<file path="src/rtl/aud_ser_pkg.sv">
package aud_ser_pkg;
  localparam int SAMPLE_W = 24;
  localparam int SLOT_W   = 32;
  localparam int N_CH     = 4;

  typedef enum logic [1:0] {
    FMT_LJ  = 2'b00,
    FMT_I2S = 2'b01,
    FMT_TDM = 2'b10,
    FMT_RSV = 2'b11
  } fmt_e;
endpackage

</file>
<file path="src/rtl/aud_ser_edge.sv">
module aud_ser_edge (
  input  logic clk_i,
  input  logic rst_ni,
  input  logic sclk_i,
  input  logic fs_i,
  output logic fall_o,
  output logic fs_lvl_o,
  output logic fs_rise_o,
  output logic fs_fall_o
);
  logic [1:0] sclk_q;
  logic       fs_q;
  logic       fs_prev_q;

  always_ff @(posedge clk_i or negedge rst_ni) begin
    if (!rst_ni) begin
      sclk_q    <= 2'b00;
      fs_q      <= 1'b0;
      fs_prev_q <= 1'b0;
    end else begin
      sclk_q <= {sclk_q[0], sclk_i};
      fs_q   <= fs_i;
      if (fall_o) fs_prev_q <= fs_q;
    end
  end

  assign fall_o    = sclk_q[1] & ~sclk_q[0];
  assign fs_lvl_o  = fs_q;
  // frame sync level is judged against its value at the previous bit edge
  assign fs_rise_o = fall_o & fs_q & ~fs_prev_q;
  assign fs_fall_o = fall_o & ~fs_q & fs_prev_q;
endmodule

</file>
<file path="src/rtl/aud_ser_seq.sv">
module aud_ser_seq #(
  parameter int SLOT_W = aud_ser_pkg::SLOT_W,
  parameter int N_CH   = aud_ser_pkg::N_CH,
  localparam int POS_MAX = N_CH * SLOT_W,
  localparam int POS_W   = $clog2(POS_MAX + 1)
) (
  input  logic             clk_i,
  input  logic             rst_ni,
  input  logic             fall_i,
  input  logic             fs_rise_i,
  input  logic             fs_fall_i,
  input  logic [1:0]       fmt_i,
  output logic             frame_start_o,
  output logic [POS_W-1:0] pos_o
);
  import aud_ser_pkg::*;

  fmt_e             fmt;
  logic             restart;
  logic [POS_W-1:0] pos_q;

  assign fmt = fmt_e'(fmt_i);

  // TDM restarts only on the rising sync; two-channel modes on either edge
  assign restart       = (fmt == FMT_TDM) ? fs_rise_i : (fs_rise_i | fs_fall_i);
  assign frame_start_o = (fmt == FMT_I2S) ? fs_fall_i : fs_rise_i;

  always_comb begin
    if (restart)                         pos_o = '0;
    else if (pos_q == POS_W'(POS_MAX))   pos_o = pos_q;
    else                                 pos_o = pos_q + 1'b1;
  end

  always_ff @(posedge clk_i or negedge rst_ni) begin
    if (!rst_ni)     pos_q <= POS_W'(POS_MAX);
    else if (fall_i) pos_q <= pos_o;
  end
endmodule

</file>
<file path="src/rtl/aud_ser_hold.sv">
module aud_ser_hold #(
  parameter int SAMPLE_W = aud_ser_pkg::SAMPLE_W,
  parameter int N_CH     = aud_ser_pkg::N_CH,
  localparam int WORD_W  = SAMPLE_W * N_CH
) (
  input  logic              clk_i,
  input  logic              rst_ni,
  input  logic              ld_valid_i,
  input  logic [WORD_W-1:0] ld_data_i,
  output logic              ld_ready_o,
  input  logic              frame_start_i,
  output logic [WORD_W-1:0] word_o
);
  logic [WORD_W-1:0] pend_q;
  logic [WORD_W-1:0] act_q;
  logic              pend_vld_q;
  logic              accept;
  logic              swap;

  assign ld_ready_o = ~pend_vld_q;
  assign accept     = ld_valid_i & ld_ready_o;
  assign swap       = frame_start_i & pend_vld_q;
  // the first bit of a new frame must already see the new word
  assign word_o     = swap ? pend_q : act_q;

  always_ff @(posedge clk_i or negedge rst_ni) begin
    if (!rst_ni) begin
      pend_q     <= '0;
      act_q      <= '0;
      pend_vld_q <= 1'b0;
    end else if (swap) begin
      act_q      <= pend_q;
      pend_vld_q <= 1'b0;
    end else if (accept) begin
      pend_q     <= ld_data_i;
      pend_vld_q <= 1'b1;
    end
  end

  a_r7_ready_drops: assert property (@(posedge clk_i) disable iff (!rst_ni)
    ld_valid_i && ld_ready_o |=> !ld_ready_o)
    else $error("R7: ready stayed high after accept");

  a_r8_swap_at_frame: assert property (@(posedge clk_i) disable iff (!rst_ni)
    !$stable(act_q) |-> $past(frame_start_i))
    else $error("R8: active samples changed outside frame start");
endmodule

</file>
<file path="src/rtl/aud_ser_tx.sv">
module aud_ser_tx #(
  parameter int SAMPLE_W = aud_ser_pkg::SAMPLE_W,
  parameter int SLOT_W   = aud_ser_pkg::SLOT_W,
  parameter int N_CH     = aud_ser_pkg::N_CH,
  localparam int N_PIN   = N_CH / 2,
  localparam int WORD_W  = SAMPLE_W * N_CH,
  localparam int IDX_W   = $clog2(WORD_W),
  localparam int POS_MAX = N_CH * SLOT_W,
  localparam int POS_W   = $clog2(POS_MAX + 1)
) (
  input  logic              clk_i,
  input  logic              rst_ni,
  input  logic [1:0]        fmt_i,
  input  logic              sclk_i,
  input  logic              fs_i,
  input  logic              ld_valid_i,
  input  logic [WORD_W-1:0] ld_data_i,
  output logic              ld_ready_o,
  output logic [N_PIN-1:0]  sdata_o
);
  import aud_ser_pkg::*;

  fmt_e              fmt;
  logic              fall_ev, fs_lvl, fs_rise, fs_fall;
  logic              frame_start;
  logic [POS_W-1:0]  pos;
  logic [WORD_W-1:0] word;
  logic [N_PIN-1:0]  pair_bit;
  logic [N_PIN-1:0]  nxt;
  logic [N_PIN-1:0]  sdata_q;
  logic              right;
  logic              pair_ok;
  logic              tdm_ok;
  logic              tdm_bit;
  logic [IDX_W-1:0]  tdm_idx;
  int                p;
  int                b2;

  assign fmt = fmt_e'(fmt_i);

  aud_ser_edge u_edge (
    .clk_i     (clk_i),
    .rst_ni    (rst_ni),
    .sclk_i    (sclk_i),
    .fs_i      (fs_i),
    .fall_o    (fall_ev),
    .fs_lvl_o  (fs_lvl),
    .fs_rise_o (fs_rise),
    .fs_fall_o (fs_fall)
  );

  aud_ser_seq #(.SLOT_W(SLOT_W), .N_CH(N_CH)) u_seq (
    .clk_i         (clk_i),
    .rst_ni        (rst_ni),
    .fall_i        (fall_ev),
    .fs_rise_i     (fs_rise),
    .fs_fall_i     (fs_fall),
    .fmt_i         (fmt_i),
    .frame_start_o (frame_start),
    .pos_o         (pos)
  );

  aud_ser_hold #(.SAMPLE_W(SAMPLE_W), .N_CH(N_CH)) u_hold (
    .clk_i         (clk_i),
    .rst_ni        (rst_ni),
    .ld_valid_i    (ld_valid_i),
    .ld_data_i     (ld_data_i),
    .ld_ready_o    (ld_ready_o),
    .frame_start_i (frame_start),
    .word_o        (word)
  );

  // bit position inside the current slot or half frame
  always_comb begin
    p      = int'(pos);
    right  = (fmt == FMT_I2S) ? fs_lvl : ~fs_lvl;
    b2     = (fmt == FMT_I2S) ? p - 1 : p;
    pair_ok = (b2 >= 0) && (b2 < SAMPLE_W);
    if (!pair_ok) b2 = 0;
    tdm_ok  = (p < POS_MAX) && ((p % SLOT_W) < SAMPLE_W);
    tdm_idx = tdm_ok ? IDX_W'((p / SLOT_W) * SAMPLE_W + SAMPLE_W - 1 - (p % SLOT_W))
                     : '0;
  end

  assign tdm_bit = word[tdm_idx];

  for (genvar q = 0; q < N_PIN; q++) begin : g_pin
    logic [IDX_W-1:0] idx;
    always_comb idx = IDX_W'((2 * q + int'(right)) * SAMPLE_W + SAMPLE_W - 1 - b2);
    assign pair_bit[q] = word[idx];
  end

  always_comb begin
    nxt = '0;
    case (fmt)
      FMT_LJ, FMT_I2S: if (pair_ok) nxt = pair_bit;
      FMT_TDM:         nxt[0] = tdm_ok & tdm_bit;
      default:         nxt = '0;
    endcase
  end

  always_ff @(posedge clk_i or negedge rst_ni) begin
    if (!rst_ni)      sdata_q <= '0;
    else if (fall_ev) sdata_q <= nxt;
  end

  assign sdata_o = sdata_q;

  a_r1_reserved_quiet: assert property (@(posedge clk_i) disable iff (!rst_ni)
    fall_ev && fmt == FMT_RSV |=> sdata_o == '0)
    else $error("R1: reserved code drove data");

  a_r2_update_on_fall: assert property (@(posedge clk_i) disable iff (!rst_ni)
    !$stable(sdata_o) |-> $past(fall_ev))
    else $error("R2: data moved without a bit clock fall");

  a_r3_tdm_spare_low: assert property (@(posedge clk_i) disable iff (!rst_ni)
    fall_ev && fmt == FMT_TDM |=> (sdata_o >> 1) == '0)
    else $error("R3: spare pin active in TDM");

  a_r4_zero_fill: assert property (@(posedge clk_i) disable iff (!rst_ni)
    fall_ev && fmt == FMT_TDM && (int'(pos) % SLOT_W) >= SAMPLE_W |=> !sdata_o[0])
    else $error("R4: slot tail not zero");

  a_r6_i2s_lead_gap: assert property (@(posedge clk_i) disable iff (!rst_ni)
    fall_ev && fmt == FMT_I2S && (fs_rise || fs_fall) |=> sdata_o == '0)
    else $error("R6: I2S bit at sync change not zero");
endmodule

</file>
<file path="config.mk">
export PLATFORM = sky130hd
export DESIGN_NAME = aud_ser_tx
export DESIGN_NICKNAME = d
export VERILOG_FILES = /design/src/rtl/aud_ser_pkg.sv /design/src/rtl/aud_ser_edge.sv /design/src/rtl/aud_ser_seq.sv /design/src/rtl/aud_ser_hold.sv /design/src/rtl/aud_ser_tx.sv
export SDC_FILE = /design/constraint.sdc
export NUM_CORES = 1
export LEC_CHECK = 0
export ABC_AREA = 1
export BUFFER_PORTS_ARGS = -buffer_cell sky130_fd_sc_hd__buf_2
export CAP_MARGIN = 20
export CORE_UTILIZATION = 40
export CTS_BUF_LIST = sky130_fd_sc_hd__clkbuf_2 sky130_fd_sc_hd__clkbuf_4 sky130_fd_sc_hd__clkbuf_8
export DETAILED_ROUTE_END_ITERATION = 8
export GPL_ROUTABILITY_DRIVEN = 1
export PLACE_DENSITY = 0.64
export SKIP_CTS_REPAIR_TIMING = 1
export SLEW_MARGIN = 20
export SYNTH_ARGS = -nofsm -noshare
export SYNTH_HDL_FRONTEND = slang
export SYNTH_SLANG_ARGS = --single-unit
</file>
<file path="constraint.sdc">
create_clock -name clk_i -period 3.8 [get_ports clk_i]
set_input_delay 0.76 -clock clk_i [delete_from_list [all_inputs] [get_ports clk_i]]
set_output_delay 0.76 -clock clk_i [all_outputs]
set_load 0.1 [all_outputs]
</file>
; Word-level counts from Yosys, hierarchy flattened
; Cells that the tools add are included.
[classes]
bitwise_logic = 14
magnitude_cmp = 7
n_reduce_logical = 6
eq_ne = 3
n_mul = 3
muxes = 20
addsub = 12
[ops]
columns = cell, n
row1 = 96-bit two-way mux, 1
row2 = 32-bit by 1-bit >= comparator with 1-bit output (second input constant), 1
row3 = 32-bit by 6-bit < comparator with 1-bit output (second input constant), 1
row4 = 32-bit two-way mux, 1
row5 = 7-bit by 8-bit < comparator with 1-bit output (second input constant), 3
row6 = 1-bit binary-select mux with 7-bit select, 3
row7 = 7-bit by 1-bit subtractor with 7-bit output (second input constant), 3
row8 = 8-bit two-way mux, 2
row9 = 7-bit by 5-bit adder with 7-bit output (second input constant), 2
row10 = 7-bit two-way mux, 2
row11 = 7-bit subtractor, 2
row12 = 1-bit two-way mux, 9
row13 = 8-bit by 1-bit subtractor with 9-bit output (second input constant), 1
row14 = 8-bit by 1-bit adder with 8-bit output (second input constant), 1
row15 = 1-bit AND, 8
row16 = 8-bit equality test (second input constant), 1
row17 = 8-bit < comparator (second input constant), 1
row18 = 3-bit by 2-bit multiplier with 4-bit output (second input constant), 2
row19 = 6-bit by 5-bit adder with 7-bit output (second input constant), 1
row20 = 7-bit by 6-bit subtractor with 7-bit output, 1
row21 = 5-bit < comparator (second input constant), 1
row22 = 1-bit NOT, 5
row23 = 2-bit by 1-bit adder with 3-bit output (first input constant), 1
row24 = 1-bit by 2-bit multiplier with 3-bit output (second input constant), 1
row25 = 10 further kinds, 11
[totals]
wordCells = 73
ff_bits = 207
out_inout_bits = 3

; Longest topological paths before layout
[depth]
word_depth = 17
ltp_mapped = 29

; By module
; From an unflattened synthesis, not the netlist that was laid out.
[unflattened]
cells_unflattened = 1514
area_unflattened_um2 = 11249.5
[by_module_without_submodules]
columns = mod, cells_each, area_per_inst_um2, n_inst, seq_area_each_um2
row1 = aud_ser_hold, 836, 7606.0, 1, 4829.6
row2 = aud_ser_tx, 571, 2876.5, 1, 50.0
row3 = aud_ser_seq, 93, 628.1, 1, 201.4
row4 = aud_ser_edge, 14, 138.9, 1, 100.1

; Worst setup path after synthesis
; No wires, ideal clock.
[synth_path]
kind = input -> register
startpoint = in fmt_i[0]
endpoint = reg sdata_q[1], in the netlist sdata_o[1]
path_buffers = 0
setup_ns = 0.125
path_slack_ns = 0.019
cell_stages = 28
required_ns = 3.675
arrival_ns = 3.656
cell_sequence = inv_1 > nand2_1 > nand3_1 > nand2_1 > inv_2 > nand3_2 > ha_1 > inv_1 > nor2_1 > nand3_2 > nor2_1 > nand2_1 > nand2_1 > nand3_1 > nor2_4 > nand2_2 > inv_1 > nand2_1 > xor2_1 > inv_1 > ha_1 > inv_1 > fa_1 > xnor2_1 > xor2_1 > nand2_1 > nand3_1 > o21ai_1
[synth_between]
elab_chain_len = 13
word_cells_on_any_way = 25
classes_between = 5 x add/sub / 1 x mul / 2 x order compare / 2 x eq/ne / 11 x mux / 1 x bitwise / 3 x reduce/logical
[synth_lines]
columns = element, line
row1 = from (decl), aud_ser_tx.sv:13  ; input logic [1:0] fmt_i,
row2 = branches (longest 12 deep; another with 7-bit by 5-bit adder with 7-bit output), --
row3 = 1-bit two-way mux *, aud_ser_tx.sv:95  ; case (fmt)
row4 = to (signal assigned), aud_ser_tx.sv:104  ; else if (fall_ev) sdata_q <= nxt;
row5 = to (decl), aud_ser_tx.sv:30  ; logic [N_PIN-1:0] sdata_q;
; Mark *: on every way between the ends. The select of a mux whose other input is x is not followed.
; A chain may end at the register's enable or synchronous reset.

; Worst setup path in the final report
[layout_path]
startpoint = reg u_seq.pos_q[7]
endpoint = reg sdata_q[0], in the netlist sdata_o[0]
[layout_between]
elab_chain_len = 13
word_cells_on_any_way = 26
classes_between = 6 x add/sub / 1 x mul / 4 x order compare / 1 x eq/ne / 11 x mux / 1 x bitwise / 2 x reduce/logical
[layout_lines]
columns = element, line
row1 = from (decl), aud_ser_seq.sv:20  ; logic [POS_W-1:0] pos_q;
row2 = from (signal assigned), aud_ser_seq.sv:35  ; if (!rst_ni) pos_q <= POS_W'(POS_MAX);
row3 = from (signal assigned), aud_ser_seq.sv:36  ; else if (fall_i) pos_q <= pos_o;
row4 = 8-bit by 1-bit adder with 8-bit output or 8-bit equality test (tied branches), "aud_ser_seq.sv:31, aud_ser_seq.sv:30"
row5 = 8-bit two-way mux *, aud_ser_seq.sv:30  ; else if (pos_q == POS_W'(POS_MAX)) pos_o = pos_q;
row6 = 8-bit two-way mux *, aud_ser_seq.sv:29  ; if (restart) pos_o = '0;
row7 = branches (longest 9 deep; another with 7-bit by 5-bit adder with 7-bit output), --
row8 = 1-bit case mux with 2 select lines *, aud_ser_tx.sv:95
; Marked as above.

==> results.py <==
metrics = {
    "synthesis": {
        "synth_top_cell_area_share_pct": 46.94,
        "synthArstFlopShare_pct": 100.0,
        "ys_top_cells_by_area": "dfrtp_1 (47%), nand2_1 (15%), mux2_2 (9.8%)",
        "yosysWarnings": 0,
        "synth.distinct_cells": 34,
        "yosys.area.top_type": "dfrtp_1",
        "ys_ff_latch": 207,
        "ys_seq_area_share_pct": 47.17,
        "synth_edf_count": 0,
        "synth_top_flop_cell": "dfrtp_1",
        "synth_cells": 1301,
        "synth_area_um2": 10980,
        "syn_avg_cell_area_um2": 8.442,
    },
    "grt": {
        "grt_max_degree": 94,
        "grt_use_total_pct": 21.12,
        "grt_overflow": 0,
        "grt_pass1_vias": 9405,
        "grt_first_pass_wirelength_mm": 47.76,
        "antenna_found_initial": 0,
    },
    "power": {
        "total_power_mw": 11.88,
        "p_per_area_nw_per_um2": 897.2,
        "ir_drop_mv": 0.3700,
        "leakagePower_nw": 6.606,
    },
    "floorplan": {
        "start_util_pct": 40.75,
        "placementRows": 60,
        "die_y_um": 167.7,
        "die-area_um2": 28130,
        "io_pins": 106,
        "core_um2": 26950,
        "fp.dieW_um": 167.7,
    },
    "place": {
        "io_buffers": 105,
        "dp_slack_ps": -229.4,
        "placed_cells": 1753,
        "hpwl_mm": 20.13,
        "gp_congestion": 0.8607,
    },
    "clock_network": {
        "clk_pin_slew_ps": 60,
        "worstSkewPairLatency_ps": 550,
        "cts_tree": "done",
        "cts_root_buf": "clkbuf_8",
        "clock_path_buffers": 3,
        "clock-sinks": 207,
        "htreeDepth": 2,
        "cts_buffers": 37,
    },
    "setup_path": {
        "rr_startpoint": "u_seq.pos_q[7]",
        "cp-start-kind": "flop",
        "slowest_stage": "dfstp_2",
        "rrSetupSlack_ps": 210,
        "path_class": "flop to flop",
        "cp-end-kind": "flop",
        "r2r-end": "sdata_o[0]",
        "worstPathArrival_ps": 4070,
        "reg2reg_depth": 25,
        "cp.required_ps": 4270,
        "worst-path-max-fanout": 5,
        "cpPeakStageDelay_ps": 580,
    },
    "cells_and_area": {
        "diodes": 0,
        "fillers": 2618,
        "area_delta_synth_final_pct": 20.55,
        "ff_latch_area_um2": 5182,
        "final_core_util_pct": 49.13,
        "multi_input_area_um2": 5214,
        "stdcell_count": 1822,
        "fin_nets": 1574,
        "final_layout_size_suffix_gt1_share_pct": 28.36,
    },
    "hold_path": {
        "hp-class": "input port to async pin",
    },
    "sta": {
        "fin_setup_tns_ps": 0,
        "finalClockSkew_ps": 15.49,
        "tightest_slew_ps": 776.6,
        "finalCriticalPeriod_ps": 3593,
        "fmax_ghz": 0.2783,
        "setup_violations": 0,
        "fin_crit_sh_pct": 94.55,
        "relSlewSlack_pct": 48.23,
        "finalHoldViolCount": 0,
        "report.final.slew_viol_count": 0,
        "final.setup.worst_slack_ps": 207.1,
    },
    "job": {
        "maxCapViolCount": 0,
    },
    "routing": {
        "antenna_left": 0,
        "wirelength_mm": 28.70,
        "vias": 9273,
        "drc": 0,
        "wl_per_cell_um": 15.75,
        "drtIter0Drc": 595,
        "dr.pass1.iters": 5,
        "vias_per_cell": 5.089,
    },
    "run_status": {
        "status": "complete, no violations",
    },
}
Yosys cell counts (4+ instances only):
library cell and instances:
a21oi_1 5, and2_1 41, buf_1 8, buf_2 24, buf_4 8, buf_6 4
clkbuf_1 26, dfrtp_1 206, ha_1 14, inv_1 91, inv_2 11, mux2_2 96
nand2_1 433, nand2_2 6, nand3_1 147, nand3_2 7, nand4_1 33, nor2_1 27
nor2_4 4, o211ai_1 18, o21ai_0 60, or2_2 8, xor2_1 4
how the worst max path moves through the flow:
stage,startpoint,to,slack [ps],depth (start not counted)
3_5_place_dp,fmt_i[0],sdata_o[1],-230,29
3_3_place_gp,fmt_i[0],sdata_o[1],-210,28
4_1_cts,u_seq.pos_q[7],sdata_o[1],-20,26
2_1_floorplan,fmt_i[0],sdata_o[1],20,28
6_report,u_seq.pos_q[7],sdata_o[0],210,25
5_1_grt,u_seq.pos_q[0],sdata_o[1],-60,26
sequential cells by signal, summed over array words and instances (netlist names):
| name | count |
|---|---|
| sdata_o | 2 |
| u_seq.pos_q | 8 |
| u_hold.pend_vld_q | 1 |
| u_edge.sclk_q | 2 |
| u_hold.pend_q | 96 |
| u_edge.fs_prev_q | 1 |
| u_hold.act_q | 96 |
| u_edge.fs_lvl_o | 1 |
through the flow:
step                      hold slack (ps)  instance area [µm²]
after floorplan                     409.5                10990
after global placement              416.9                12290
after detailed placement            416.7                12290
after CTS                           296.4                13090
after global routing                306.1                13240
final                               264.1                13240
logic make-up after synthesis:
| family | count (synthesis) | share of synthesized area [%] |
|---|---|---|
| AO/OA/AOI/OAI | 88 | 4.488 |
| multiplexers | 98 | 10.03 |
| adder cells (fa/ha/maj) | 17 | 2.142 |
| XOR/XNOR | 7 | 0.5582 |
| flip-flops | 207 | 47.17 |
| AND/OR/NAND/NOR | 711 | 28.88 |
| buffers and inverters | 172 | 6.699 |
| other | 1 | 0.03414 |
power breakdown:
part / switching (mW) / leakage, nW / internal, mW / total [mW]
logic: 3.53 / 3.68 / 2.43 / 5.95
clock network: 0.943 / 0.426 / 1.28 / 2.22
registers: 0.466 / 2.50 / 3.24 / 3.71
total: 4.94 / 6.61 / 6.94 / 11.9
metal layers:
metal | routed length [µm] | GRT usage (%) | up-vias | part of all wire [%]
li1 | - | - | 4537 | -
met3 | 1707 | 4.136 | 66 | 5.9
met2 | 12960 | 33.42 | 293 | 45
met4 | 860 | 8.057 | 0 | 3.0
met5 | 0 | 0 | - | 0
met1 | 13180 | 28.57 | 4377 | 46
layout by cell type (no fill, tap or decap), drive strengths merged, types with 4 or more instances in the layout:
cell type,count
mux2,96
clkinv,5
a21oi,7
nand3,154
dfrtp,206
nand4,33
ha,14
or2,8
inv,104
clkbuf,58
buf,182
xor2,4
and2,41
nand2,439
nor2,31
o211ai,18
o21ai,63
final cells by class:
class	count	area share, %
clock buffer	57	5.405
clock inverter	9	0.6237
inverter	102	2.892
multi-input combinational	923	39.38
sequential	207	39.14
tap	341	3.222
timing repair buffer	183	9.337
worst max-delay path, delay by kind of cell, from the launching register on:
kind / cells / cell delay (ps)
adder cells (fa/ha/maj): 4 / 1010
AO/OA/AOI/OAI: 2 / 240
AND/OR/NAND/NOR: 15 / 1380
flip-flops: 1 / 580
buffers and inverters: 4 / 310
No activity file was read; power rests on OpenSTA's default activity.
